==> src/rtl/token_responder_pkg.sv <==
package token_responder_pkg;

  localparam int MaxCntW = 8;
  localparam int MaxIdW  = 8;

  typedef enum logic [1:0] {
    ST_I = 2'd0,
    ST_S = 2'd1,
    ST_O = 2'd2,
    ST_M = 2'd3
  } blkState_e;

  // strobes from control to datapath
  typedef struct packed {
    logic               send;
    logic [MaxCntW-1:0] sendCnt;
    logic               sendOwner;
    logic               sendData;
    logic [MaxIdW-1:0]  sendDst;
    logic               markWritten;
  } tokStrobe_t;

endpackage

==> src/rtl/token_responder_ctrl.sv <==
module token_responder_ctrl
  import token_responder_pkg::*;
#(
  parameter int NUM_TOKENS = 4,
  parameter int NODE_W     = 3,
  parameter int MY_ID      = 1,
  parameter int HOME_ID    = 0,
  localparam int CNT_W     = $clog2(NUM_TOKENS),
  localparam int TOT_W     = CNT_W + 1
) (
  input  logic              reqValid,
  input  logic              reqExcl,
  input  logic [NODE_W-1:0] reqSrc,
  input  logic              persistActive,
  input  logic [NODE_W-1:0] persistDst,
  input  logic              evictReq,
  input  logic              localWrite,
  input  logic [CNT_W-1:0]  heldCnt,
  input  logic              heldOwner,
  input  logic              written,
  output tokStrobe_t        stb
);

  localparam logic [TOT_W-1:0] FullTot = TOT_W'(NUM_TOKENS);
  localparam logic [NODE_W-1:0] MyId   = NODE_W'(MY_ID);
  localparam logic [NODE_W-1:0] HomeId = NODE_W'(HOME_ID);
  localparam bit IsHome = (MY_ID == HOME_ID);

  logic [TOT_W-1:0] heldTot;
  logic holdsAny, holdsAll, forwardNow, evictNow, answerNow;

  assign heldTot    = TOT_W'(heldCnt) + TOT_W'(heldOwner);
  assign holdsAny   = (heldTot != '0);
  assign holdsAll   = (heldTot == FullTot);
  assign forwardNow = persistActive && (persistDst != MyId) && holdsAny;
  assign evictNow   = !persistActive && evictReq && !IsHome && holdsAny;
  assign answerNow  = !persistActive && !(evictReq && !IsHome) && reqValid && holdsAny;

  always_comb begin
    stb             = '0;
    stb.markWritten = localWrite && holdsAll;
    if (forwardNow) begin
      stb.send      = 1'b1;
      stb.sendCnt   = MaxCntW'(heldCnt);
      stb.sendOwner = heldOwner;
      stb.sendData  = heldOwner;
      stb.sendDst   = MaxIdW'(persistDst);
    end else if (evictNow) begin
      stb.send      = 1'b1;
      stb.sendCnt   = MaxCntW'(heldCnt);
      stb.sendOwner = heldOwner;
      stb.sendData  = heldOwner;
      stb.sendDst   = MaxIdW'(HomeId);
    end else if (answerNow) begin
      stb.sendDst = MaxIdW'(reqSrc);
      if (!heldOwner) begin
        // plain tokens only: exclusive gets them all without data
        if (reqExcl) begin
          stb.send    = 1'b1;
          stb.sendCnt = MaxCntW'(heldCnt);
        end
      end else if (reqExcl || (holdsAll && written)) begin
        stb.send      = 1'b1;
        stb.sendCnt   = MaxCntW'(heldCnt);
        stb.sendOwner = 1'b1;
        stb.sendData  = 1'b1;
      end else if (heldCnt != '0) begin
        stb.send     = 1'b1;
        stb.sendCnt  = MaxCntW'(1);
        stb.sendData = 1'b1;
      end else begin
        stb.send      = 1'b1;
        stb.sendOwner = 1'b1;
        stb.sendData  = 1'b1;
      end
    end
  end

endmodule

==> src/rtl/token_responder_dp.sv <==
module token_responder_dp
  import token_responder_pkg::*;
#(
  parameter int NUM_TOKENS = 4,
  parameter int NODE_W     = 3,
  parameter int MY_ID      = 1,
  parameter int HOME_ID    = 0,
  localparam int CNT_W     = $clog2(NUM_TOKENS),
  localparam int TOT_W     = CNT_W + 1
) (
  input  logic              clk,
  input  logic              rstN,
  input  logic              msgInValid,
  input  logic [CNT_W-1:0]  msgInCount,
  input  logic              msgInOwner,
  input  logic              msgInData,
  input  tokStrobe_t        stb,
  output logic [CNT_W-1:0]  heldCnt,
  output logic              heldOwner,
  output logic              dataValid,
  output logic              written,
  output logic              msgOutValid,
  output logic [NODE_W-1:0] msgOutDst,
  output logic [CNT_W-1:0]  msgOutCount,
  output logic              msgOutOwner,
  output logic              msgOutData
);

  localparam bit IsHome = (MY_ID == HOME_ID);
  localparam logic [TOT_W-1:0] FullTot = TOT_W'(NUM_TOKENS);

  logic [TOT_W:0]   cntSum;
  logic [CNT_W-1:0] nextCnt, inCnt;
  logic             nextOwner, inOwner, inCarriesTok;
  logic [TOT_W-1:0] nextTot;

  assign inCnt        = msgInValid ? msgInCount : '0;
  assign inOwner      = msgInValid && msgInOwner;
  assign inCarriesTok = (inCnt != '0) || inOwner;
  assign cntSum       = (TOT_W+1)'(heldCnt) + (TOT_W+1)'(inCnt)
                      - (TOT_W+1)'(stb.send ? stb.sendCnt : '0);
  assign nextCnt      = cntSum[CNT_W-1:0];
  assign nextOwner    = (heldOwner || inOwner) && !(stb.send && stb.sendOwner);
  assign nextTot      = TOT_W'(nextCnt) + TOT_W'(nextOwner);

  always_ff @(posedge clk or negedge rstN) begin
    if (!rstN) begin
      heldCnt   <= IsHome ? CNT_W'(NUM_TOKENS - 1) : '0;
      heldOwner <= IsHome;
      dataValid <= IsHome;
      written   <= 1'b0;
    end else begin
      heldCnt   <= nextCnt;
      heldOwner <= nextOwner;
      if (nextTot == '0)
        dataValid <= 1'b0;
      else if (msgInValid && msgInData && inCarriesTok)
        dataValid <= 1'b1;
      if (nextTot != FullTot)
        written <= 1'b0;
      else if (stb.markWritten)
        written <= 1'b1;
    end
  end

  always_ff @(posedge clk or negedge rstN) begin
    if (!rstN) begin
      msgOutValid <= 1'b0;
      msgOutDst   <= '0;
      msgOutCount <= '0;
      msgOutOwner <= 1'b0;
      msgOutData  <= 1'b0;
    end else begin
      msgOutValid <= stb.send;
      msgOutDst   <= stb.send ? NODE_W'(stb.sendDst) : '0;
      msgOutCount <= stb.send ? CNT_W'(stb.sendCnt) : '0;
      msgOutOwner <= stb.send && stb.sendOwner;
      msgOutData  <= stb.send && stb.sendData;
    end
  end

endmodule

==> src/rtl/token_responder.sv <==
module token_responder
  import token_responder_pkg::*;
#(
  parameter int NUM_TOKENS = 4,
  parameter int NODE_W     = 3,
  parameter int MY_ID      = 1,
  parameter int HOME_ID    = 0,
  localparam int CNT_W     = $clog2(NUM_TOKENS),
  localparam int TOT_W     = CNT_W + 1
) (
  input  logic              clk,
  input  logic              rstN,
  input  logic              reqValid,
  input  logic              reqExcl,
  input  logic [NODE_W-1:0] reqSrc,
  input  logic              msgInValid,
  input  logic [CNT_W-1:0]  msgInCount,
  input  logic              msgInOwner,
  input  logic              msgInData,
  input  logic              persistActive,
  input  logic [NODE_W-1:0] persistDst,
  input  logic              evictReq,
  input  logic              localWrite,
  output logic              msgOutValid,
  output logic [NODE_W-1:0] msgOutDst,
  output logic [CNT_W-1:0]  msgOutCount,
  output logic              msgOutOwner,
  output logic              msgOutData,
  output logic              canRead,
  output logic              canWrite,
  output logic [1:0]        blockState
);

  tokStrobe_t       stb;
  logic [CNT_W-1:0] heldCnt;
  logic             heldOwner, dataValid, written;
  logic [TOT_W-1:0] heldTot;
  blkState_e        stateNow;

  token_responder_ctrl #(
    .NUM_TOKENS(NUM_TOKENS), .NODE_W(NODE_W), .MY_ID(MY_ID), .HOME_ID(HOME_ID)
  ) ctrl_i (
    .reqValid(reqValid), .reqExcl(reqExcl), .reqSrc(reqSrc),
    .persistActive(persistActive), .persistDst(persistDst),
    .evictReq(evictReq), .localWrite(localWrite),
    .heldCnt(heldCnt), .heldOwner(heldOwner), .written(written),
    .stb(stb)
  );

  token_responder_dp #(
    .NUM_TOKENS(NUM_TOKENS), .NODE_W(NODE_W), .MY_ID(MY_ID), .HOME_ID(HOME_ID)
  ) dp_i (
    .clk(clk), .rstN(rstN),
    .msgInValid(msgInValid), .msgInCount(msgInCount),
    .msgInOwner(msgInOwner), .msgInData(msgInData),
    .stb(stb),
    .heldCnt(heldCnt), .heldOwner(heldOwner),
    .dataValid(dataValid), .written(written),
    .msgOutValid(msgOutValid), .msgOutDst(msgOutDst),
    .msgOutCount(msgOutCount), .msgOutOwner(msgOutOwner),
    .msgOutData(msgOutData)
  );

  assign heldTot = TOT_W'(heldCnt) + TOT_W'(heldOwner);

  always_comb begin
    if (heldTot == TOT_W'(NUM_TOKENS)) stateNow = ST_M;
    else if (heldOwner)                stateNow = ST_O;
    else if (heldTot != '0)            stateNow = ST_S;
    else                               stateNow = ST_I;
  end

  assign blockState = stateNow;
  assign canRead    = (heldTot != '0) && dataValid;
  assign canWrite   = (heldTot == TOT_W'(NUM_TOKENS));

endmodule

==> config.mk <==
export PLATFORM = sky130hd
export DESIGN_NAME = token_responder
export DESIGN_NICKNAME = d
export VERILOG_FILES = /design/src/rtl/token_responder_pkg.sv /design/src/rtl/token_responder_ctrl.sv /design/src/rtl/token_responder_dp.sv /design/src/rtl/token_responder.sv
export SDC_FILE = /design/constraint.sdc
export NUM_CORES = 1
export LEC_CHECK = 0
export ABC_CLOCK_PERIOD_IN_PS = 3600
export CORE_ASPECT_RATIO = 1.25
export CORE_UTILIZATION = 38
export CTS_CLUSTER_SIZE = 8
export DETAILED_ROUTE_END_ITERATION = 8
export PLACE_DENSITY = 0.74
export SLEW_MARGIN = 40
export SYNTH_ARGS = -nofsm -noshare
export SYNTH_HDL_FRONTEND = slang
export SYNTH_SLANG_ARGS = --single-unit
==> constraint.sdc <==
create_clock -name clk -period 3.6 [get_ports clk]
set_input_delay 0.72 -clock clk [delete_from_list [all_inputs] [get_ports clk]]
set_output_delay 0.72 -clock clk [all_outputs]
set_load 0.02 [all_outputs]
# == Yosys cells after proc, flatten, opt, wreduce, memory -nomap -nowiden ==
# Index checks and enable logic that the tools add are counted.
# op_classes
addsub,4
eq_ne,3
reduce_logical,28
mux,20
# op_table
operator,count
$mux 19,3
$mux 9,2
$logic_and 1x1->1,16
$mux 2,6
$mux 10,1
$reduce_bool 2->1,4
$mux 1,7
$add 2x1->3,2
$eq 3x3->1 const B,1
$logic_not 1->1,3
$logic_not 3->1,1
$logic_or 1x1->1,3
$mux 3,1
$ne 3x1->1 const B,1
$ne 3x3->1 const B,1
$reduce_bool 3->1,1
$add 2x2->2,1
$sub 2x2->2,1
# word_totals
out_inout_bits,12
inputBits,18
reg_bits,13

# == Longest topological paths before layout ==
# Gate-level depths: netlist of the first run.
# depth
word_depth,15
ltp_mapped,14

# == By module ==
# From an unflattened synthesis of the first run, not the netlist that was laid out.
# unflattened
cells_unflattened,86
area_unflattened_um2,892.1
# modules_own_cells
module,area_per_inst_um2,n_inst,cells_per_inst,seq_area_each_um2
token_responder_dp,516.7,1,37,325.3
token_responder_ctrl,310.3,1,42,0.0
token_responder,65.1,1,7,0.0

# == Least setup slack after synthesis of the first run ==
# Ideal clock, no wire load.
# synth_timing
path_type,flip-flop to flip-flop
startpoint,register dp_i.heldOwner
endpoint,register dp_i.dataValid
t_required_ns,3.474
arrival_ns,3.243
path_buffers,0
setup_ns,0.126
slack_ns,0.231
stages_incl_launch_ff,15
synth_period_minus_slack_ns,3.369
path_cell_list,dfrtp_1 ha_1 ha_1 or3_4 nand3_4 o21a_4 a21oi_1 ha_1 inv_1 ha_1 xor2_1 xnor2_1 xnor2_1 ha_1 o32a_1
# synth_between
word_cells_on_any_way,24
classes_between,add/sub: 3; eq/ne: 1; mux: 8; reduce/logical: 12
# synth_lines
item,line_no,rtl
start: declaration,token_responder_dp.sv:19,"output logic heldOwner,"
start signal: assignment,token_responder_dp.sv:49,heldOwner <= IsHome;
start signal: assignment,token_responder_dp.sv:54,heldOwner <= nextOwner;
$add 2x1->3,token_responder_ctrl.sv:32,assign heldTot = TOT_W'(heldCnt) + TOT_W'(heldOwner);
$eq 3x3->1,token_responder_ctrl.sv:34,assign holdsAll = (heldTot == FullTot);
$logic_and 1x1->1,token_responder_ctrl.sv:62,end else if (reqExcl || (holdsAll && written)) begin
$logic_or 1x1->1,token_responder_ctrl.sv:62,
$mux 10,token_responder_ctrl.sv:62,
$mux 9,token_responder_ctrl.sv:56,if (!heldOwner) begin
$mux 19,token_responder_ctrl.sv:54,end else if (answerNow) begin
$mux 19,token_responder_ctrl.sv:48,end else if (evictNow) begin
$mux 19 (*),token_responder_ctrl.sv:42,if (forwardNow) begin
$mux 2 (*),token_responder_dp.sv:41,- (TOT_W+1)'(stb.send ? stb.sendCnt : '0);
$sub 2x2->2 (*),token_responder_dp.sv:41,
via dp_i.cntSum[1],token_responder_dp.sv:32,logic [TOT_W:0] cntSum;
$add 2x1->3 (*),token_responder_dp.sv:44,assign nextTot = TOT_W'(nextCnt) + TOT_W'(nextOwner);
$logic_not 3->1 (*),token_responder_dp.sv:55,if (nextTot == '0)
$mux 1 or $reduce_bool 2->1 (tied branches),-,
end signal: assignment,token_responder_dp.sv:50,dataValid <= IsHome;
end: declaration,token_responder_dp.sv:20,"output logic dataValid,"
# Mark *: on every way through the listed nets, which the timed path passes. The rest lies on a longest branch.
# A chain may end at the register's enable or synchronous reset.

# == Worst setup path in the final report of the first run ==
# layout_timing
startpoint,register dp_i.heldCnt[0]
endpoint,register dp_i.dataValid
# layout_between
word_cells_on_any_way,28
classes_between,add/sub: 4; eq/ne: 1; mux: 11; reduce/logical: 12
# layout_lines
item,line_no,rtl
start: declaration,token_responder_dp.sv:18,"output logic [CNT_W-1:0] heldCnt,"
start signal: assignment,token_responder_dp.sv:48,heldCnt <= IsHome ? CNT_W'(NUM_TOKENS - 1) : '0;
start signal: assignment,token_responder_dp.sv:53,heldCnt <= nextCnt;
$add 2x1->3,token_responder_ctrl.sv:32,
$eq 3x3->1,token_responder_ctrl.sv:34,
$logic_and 1x1->1,token_responder_ctrl.sv:62,
$logic_or 1x1->1,token_responder_ctrl.sv:62,
$mux 10,token_responder_ctrl.sv:62,
$mux 9,token_responder_ctrl.sv:56,
$mux 19,token_responder_ctrl.sv:54,
$mux 19,token_responder_ctrl.sv:48,
$mux 19,token_responder_ctrl.sv:42,
$mux 2,token_responder_dp.sv:41,
$sub 2x2->2 (*),token_responder_dp.sv:41,
via dp_i.cntSum[1],token_responder_dp.sv:32,
$add 2x1->3 (*),token_responder_dp.sv:44,
$logic_not 3->1 (*),token_responder_dp.sv:55,
$mux 1 or $reduce_bool 2->1 (tied branches),-,
# Marked as above.

==> results of run 1 <==
## power by group through the flow
stage               combinational, mW  sequential [mW]  clock (mW)
CTS                             0.688            0.236      0.0926
global route                    0.778            0.245       0.100
floorplan                       0.386            0.280           0
global placement                0.668            0.236           0
detailed placement              0.684            0.239           0
finish                          0.709            0.239      0.0886
## cell type report
| cell class | instances | area [µm²] | share of cell area |
|---|---|---|---|
| Multi-Input combinational cell | 49 | 440 | 0.379 |
| Timing Repair Buffer | 35 | 335 | 0.288 |
| Tap cell | 19 | 23.8 | 0.0205 |
| Clock buffer | 4 | 26.3 | 0.0226 |
| Sequential cell | 13 | 325 | 0.280 |
| Inverter | 3 | 11.3 | 0.00969 |
## synth_stat cells
cell / n
a21oi_2: 1
a32oi_1: 2
xnor2_1: 2
a211oi_1: 1
o21a_4: 1
o311ai_4: 1
and2_2: 1
and3_4: 1
mux2i_1: 1
nor3b_4: 1
nor2_2: 1
or3_4: 1
nor3_1: 1
nand3_4: 1
ha_1: 6
o31ai_1: 1
inv_1: 3
a21oi_1: 3
and2_1: 3
xor2_1: 1
or2_2: 1
o311a_1: 1
nor2_1: 6
dfrtp_1: 13
a311o_2: 1
nand2_1: 3
nand4b_1: 1
o21ai_0: 1
o21bai_1: 1
nor4b_1: 1
o32a_1: 1
nand4_1: 1
a21boi_0: 1
## routing by layer
layer / up-vias / share of wire / wire length [µm] / track usage
li1: 327 / - / - / -
met1: 290 / 0.40 / 634 / 0.173
met2: 22 / 0.55 / 883 / 0.339
met3: 0 / 0.049 / 79 / 0.0486
met4: 0 / 0 / 0 / 0.0323
met5: - / 0 / 0 / 0
## logic make-up (layout without fill, tap and decap cells)
| group | after synthesis | in the layout | synth area share |
|---|---|---|---|
| fa+ha+maj | 6 | 6 | 0.0992 |
| buf+inv | 3 | 42 | 0.0149 |
| simple gates | 23 | 23 | 0.212 |
| mux | 1 | 1 | 0.0132 |
| compound gates | 16 | 16 | 0.197 |
| flops | 13 | 13 | 0.430 |
| xor+xnor | 3 | 3 | 0.0347 |
## worst reg2reg max path: stages, from the launching register on
cell and delay [ns]:
dfrtp_1 0.42, ha_1 0.23, ha_4 0.31, nor3_1 0.06, a311o_2 0.39, o21a_4 0.13, a21oi_1 0.17, ha_1 0.26
inv_1 0.06, ha_1 0.18, xor2_2 0.18, xnor2_1 0.15, xnor2_1 0.17, ha_1 0.28, o32a_1 0.33
## metrics by stage
step | hold slack (ns) | area (µm²)
final | 0.516 | 1160
after global routing | 0.548 | 1160
after CTS | 0.520 | 1140
after global placement | 0.493 | 1120
after floorplan | 0.424 | 757
after detailed placement | 0.501 | 1120
## placed cells by master (no fill, tap or decap), types with 2 or more instances in the layout
master	instances
a21oi_1	3
buf_4	6
dfrtp_1	13
ha_1	5
nand2_1	3
inv_1	3
clkdlybuf4s50_1	29
a32oi_1	2
xnor2_1	2
and2_1	3
clkbuf_4	3
nor2_1	6
## state kept, by name, summed over array words and instances, names as in the netlist
register	cells
dp_i.dataValid	1
dp_i.heldCnt	2
dp_i.heldOwner	1
dp_i.msgOutCount	2
dp_i.msgOutData	1
dp_i.msgOutDst	3
dp_i.msgOutOwner	1
dp_i.msgOutValid	1
dp_i.written	1
## worst max path at each step
stage	slack, ns	end	from
floorplan	0.23	dp_i.dataValid$_DFFE_PN0P_	dp_i.heldOwner$_DFF_PN0_
global placement	-0.01	dp_i.dataValid$_DFFE_PN0P_	persistDst[1]
detailed placement	-0.10	dp_i.dataValid$_DFFE_PN0P_	persistDst[1]
CTS	0.11	dp_i.dataValid$_DFFE_PN0P_	dp_i.heldCnt[0]$_DFF_PN0_
global route	0.02	dp_i.dataValid$_DFFE_PN0P_	dp_i.heldCnt[0]$_DFF_PN0_
finish	0.18	dp_i.dataValid$_DFFE_PN0P_	dp_i.heldCnt[0]$_DFF_PN0_
## what timing repair did
| action | 4_1_cts | 5_1_grt |
|---|---|---|
| endpoints found under the setup margin | 0 | 2 |
| gates resized for setup | 0 | 3 |
| buffers inserted | 0 | 0 |
==> impl_metrics.csv, run 1 <==
group,metric,value,unit
timing,hold_viol,0,
layout,finalNetCount,129,
grt,grt.overflow.total,0,
timing,drv_slew,0,
placed_design,gp_congestion,0.787,
critical_path,cpPeakStageDelay,0.42,ns
clock_network,clock_latency,0.27,ns
critical_path,worstReg2RegStart,"dp_i.heldCnt[0]$_DFF_PN0_",
critical_path,cp.arrival,3.58,ns
clock_network,cts_tree,"done",
synthesis,ys_seq_area_frac,0.430,
power,power_density,892,nW/µm²
timing,slew_headroom,0.623,
placed_design,io_buffer_count,29,
clock_network,clk_pin_slew,0.08,ns
critical_path,path_delay_family,"adder cells",
layout,n_antenna_cell,0,
layout,syn_to_final_growth,53.6,%
timing,fin_skew,0.00544,ns
critical_path,crit_required,3.76,ns
clock_network,cts_root_buf,"clkbuf_4",
clock_network,cts.sinks,13,
power,total_leakage_power,0.489,nW
critical_path,rr_endpoint,"dp_i.dataValid$_DFFE_PN0P_",
run,cap_violations,0,
grt,antenna_found_initial,0,
clock_network,hold_buffers,0,
critical_path,path_class,"flop to flop",
placed_design,dp_cells,119,
layout,layout.cells.non_filler,123,
placed_design,pre_cts_ws,-0.105,ns
critical_path,worst-path-buf-inv,1,
synthesis,ys_warn_count,0,
floorplan,io_pins,30,
min_path,holdPathEnd,"dp_i.dataValid$_DFFE_PN0P_",
layout,post-route-util,0.643,
route,route.detailed.drc,0,
synthesis,syn_inst,65,
floorplan,die_w,41.9,µm
power,p_switching,0.427,mW
power,ir_drop,495,µV
clock_network,cts_buffers,3,
synthesis,syn_area,757,µm²
min_path,min_path_type,"flop to flop",
critical_path,cp_slowest_cell,"dfrtp_1",
floorplan,coreArea,1810,µm²
power,seqPwrFrac,0.230,
critical_path,reg2reg_depth,14,
synthesis,avgSynthCellArea,11.6,µm²
timing,min_period_over_period,0.949,
critical_path,path_max_fanout,4,
synthesis,synth_cell_types,33,
synthesis,syn_nets,89,
timing,fin_tns_setup,0,ns
grt,grt_max_degree,14,
timing,fmax,293,MHz
critical_path,path_cells,"ha_1, ha_4, nor3_1, a311o_2, o21a_4, a21oi_1, ha_1, inv_1, ha_1, xor2_2, xnor2_1, xnor2_1, ha_1, o32a_1",
synthesis,synthTopCellsByArea,"dfrtp_1, ha_1, o311ai_4",
layout,drive_gt1_frac,0.212,
floorplan,die_area,2180,µm²
min_path,hold_path_startpoint,"dp_i.dataValid$_DFFE_PN0P_",
critical_path,path_depth,14,
route,drtPass1Iterations,4,
synthesis,synth_top_area_frac,0.430,
route,finalWirelength,1600,µm
timing,worst_slew_pin_slew,0.564,ns
synthesis,ys_seq_elements,13,
power,total_power,1.04,mW
power,swShare,0.412,
critical_path,r2r_slack,0.18,ns
power,pwr-share-comb,0.684,
critical_path,critPathLaunchType,"flop",
route,wl_per_cell,13.0,µm
clock_network,cts_buffer_depth,2,
floorplan,std_cell_rows,17,
power,clkPwrFrac,0.086,
grt,track_usage,0.170,
timing,rsz0062_at_grt,"no",
synthesis,yosysTopAreaCell,"dfrtp_1",
route,ant_nets,0,
floorplan,start_util,0.419,
timing,final.min_clock_period,3.42,ns
floorplan,die_height,51.9,µm
min_path,min_path_cells,1,
grt,grt_first_pass_wirelength,2750,µm
route,viasPerCell,5.20,
grt,grt_pass1_vias,665,
route,dr.first_iter.drc_count,5,
power,internal-power,0.610,mW
timing,layout_setup_ws,0.184,ns
route,vias,639,
critical_path,endpoint_kind,"flop",
timing,setup_viol,0,
layout,fill_cells,140,
critical_path,cpMostUsedCell,"ha_1",
outcome,status,"finished clean",
placed_design,dp_hpwl,1330,µm
clock_network,htreeDepth,1,
No activity file was read; power rests on OpenSTA's default activity.
==> run 2: changes to the inputs <==
- SETUP_SLACK_MARGIN: not set -> 0.3
==> impl_metrics.csv, run 2 (synthesis results as in run 1) <==
group,metric,value,unit
floorplan,die_height,51.9,µm
floorplan,std_cell_rows,17,
critical_path,endpoint_kind,"flop",
timing,min_period_over_period,0.904,
timing,worst_slew_pin_slew,0.567,ns
critical_path,path_max_fanout,4,
clock_network,cts_buffers,3,
timing,layout_setup_ws,0.345,ns
timing,drv_slew,0,
grt,grt_first_pass_wirelength,2830,µm
timing,final.min_clock_period,3.25,ns
power,swShare,0.405,
critical_path,critPathLaunchType,"flop",
layout,syn_to_final_growth,65.3,%
clock_network,cts_buffer_depth,2,
critical_path,cp.arrival,3.42,ns
grt,grt_pass1_vias,666,
layout,drive_gt1_frac,0.310,
clock_network,cts_tree,"done",
grt,grt_max_degree,14,
grt,track_usage,0.184,
clock_network,hold_buffers,0,
route,viasPerCell,5.32,
clock_network,clock_latency,0.28,ns
run,cap_violations,0,
power,power_density,906,nW/µm²
floorplan,coreArea,1810,µm²
floorplan,io_pins,30,
layout,reg_top3,"dp_i.msgOutDst: 3 flops, dp_i.heldCnt: 2 flops, dp_i.msgOutCount: 2 flops",
route,wl_met1,677,µm
layout,largest_reg_flops,3,
outcome,status,"finished clean",
clock_network,cts_root_buf,"clkbuf_4",
route,drtPass1Iterations,4,
grt,antenna_found_initial,0,
layout,mostFrequentLayoutCell,"clkdlybuf4s50_1",
layout,top_register,"dp_i.msgOutDst",
route,vias,702,
clock_network,clk_pin_slew,0.08,ns
placed_design,io_buffer_count,29,
power,ir_drop,494,µV
layout,n_antenna_cell,0,
layout,layout.cells.non_filler,132,
min_path,hold_path_startpoint,"dp_i.dataValid$_DFFE_PN0P_",
timing,rsz0062_at_grt,"yes",
placed_design,gp_congestion,0.749,
floorplan,die_w,41.9,µm
timing,fin_skew,0.000921,ns
critical_path,crit_required,3.76,ns
route,route.detailed.drc,0,
timing,setup_viol,0,
route,finalWirelength,1780,µm
floorplan,die_area,2180,µm²
placed_design,pre_cts_ws,-0.122,ns
route,met2_length,983,µm
timing,holdWs,0.523,ns
critical_path,crit_start,"dp_i.heldCnt[0]$_DFF_PN0_",
route,route.met3.wl,91,µm
route,dr.first_iter.drc_count,4,
power,pwr-share-comb,0.711,
power,total_leakage_power,0.545,nW
route,wl_per_cell,13.5,µm
clock_network,cts.sinks,13,
placed_design,dp_hpwl,1380,µm
timing,fin_tns_setup,0,ns
power,internal-power,0.674,mW
clock_network,htreeDepth,1,
placed_design,dp_cells,119,
power,clkPwrFrac,0.079,
route,route.top_layer_used,"met4",
power,p_switching,0.460,mW
route,ant_nets,0,
floorplan,start_util,0.419,
power,seqPwrFrac,0.209,
grt,grt.overflow.total,0,
critical_path,worstReg2RegStart,"dp_i.heldCnt[0]$_DFF_PN0_",
layout,final_cell_mix,"clkdlybuf4s50_1, buf_4, dfrtp_1",
timing,slew_headroom,0.621,
timing,hold_viol,0,
timing,fmax,307,MHz
critical_path,path_class,"flop to flop",
layout,finalNetCount,138,
min_path,min_path_type,"flop to flop",
## run 2: final timing paths
kind	end	slack [ns]	cells past startpoint
max	dp_i.dataValid$_DFFE_PN0P_	0.35	14
min	dp_i.dataValid$_DFFE_PN0P_	0.52	1
max reg2reg	dp_i.dataValid$_DFFE_PN0P_	0.35	14
min reg2reg	dp_i.dataValid$_DFFE_PN0P_	0.52	1
max in group asynchronous	dp_i.heldCnt[0]$_DFF_PN0_	2.43	1
min in group asynchronous	dp_i.msgOutDst[0]$_DFF_PN0_	0.80	1
## run 2: critical path, cell delays in order (launching register included)
cell and delay, ns:
dfrtp_1 0.41, ha_2 0.19, ha_4 0.30, nor3_2 0.05, a311o_2 0.39, o21a_4 0.13
a21oi_2 0.13, ha_1 0.24, inv_1 0.06, ha_2 0.16, xor2_1 0.17, xnor2_1 0.15
xnor2_1 0.17, ha_1 0.30, o32a_1 0.30
## run 2: power by group through the flow
| stage | Clock [mW] | Sequential [mW] | Combinational [mW] |
|---|---|---|---|
| after floorplan | 0 | 0.283 | 0.400 |
| after CTS | 0.0904 | 0.237 | 0.760 |
| after global placement | 0 | 0.238 | 0.676 |
| final | 0.0901 | 0.237 | 0.807 |
| after global routing | 0.0967 | 0.245 | 0.870 |
| after detailed placement | 0 | 0.241 | 0.706 |
## run 2: cell type report
cell class | instances | area (µm²)
sequential | 13 | 325
fill | 150 | 557
timing repair buffer | 44 | 404
clock buffer | 4 | 26.3
inverter | 3 | 11.3
tap | 19 | 23.8
multi-input combinational | 49 | 460
## run 2: stage by stage
stage               utilization  total power [mW]  area, µm²
floorplan                     -             0.683        769
global placement          0.624             0.914       1130
detailed placement        0.624             0.948       1130
CTS                       0.658              1.09       1190
global route              0.692              1.21       1250
finish                    0.692              1.13       1250
## run 2: layer usage
metal / up-vias / global-route usage
met5: - / 0
met4: 0 / 0.0806
met3: 5 / 0.0486
met2: 23 / 0.362
met1: 332 / 0.174
li1: 342 / -
## run 2: what timing repair did
item                       CTS  global route
buffers inserted             4             5
setup endpoints to repair    2             2
pin swaps                    8             6
gates resized for setup      3             5
==> run 3: changes to the inputs <==
- SLEW_MARGIN: 40 -> 20
==> results of run 3 <==
Final layout, timing and power as in run 2 (identical DEF).
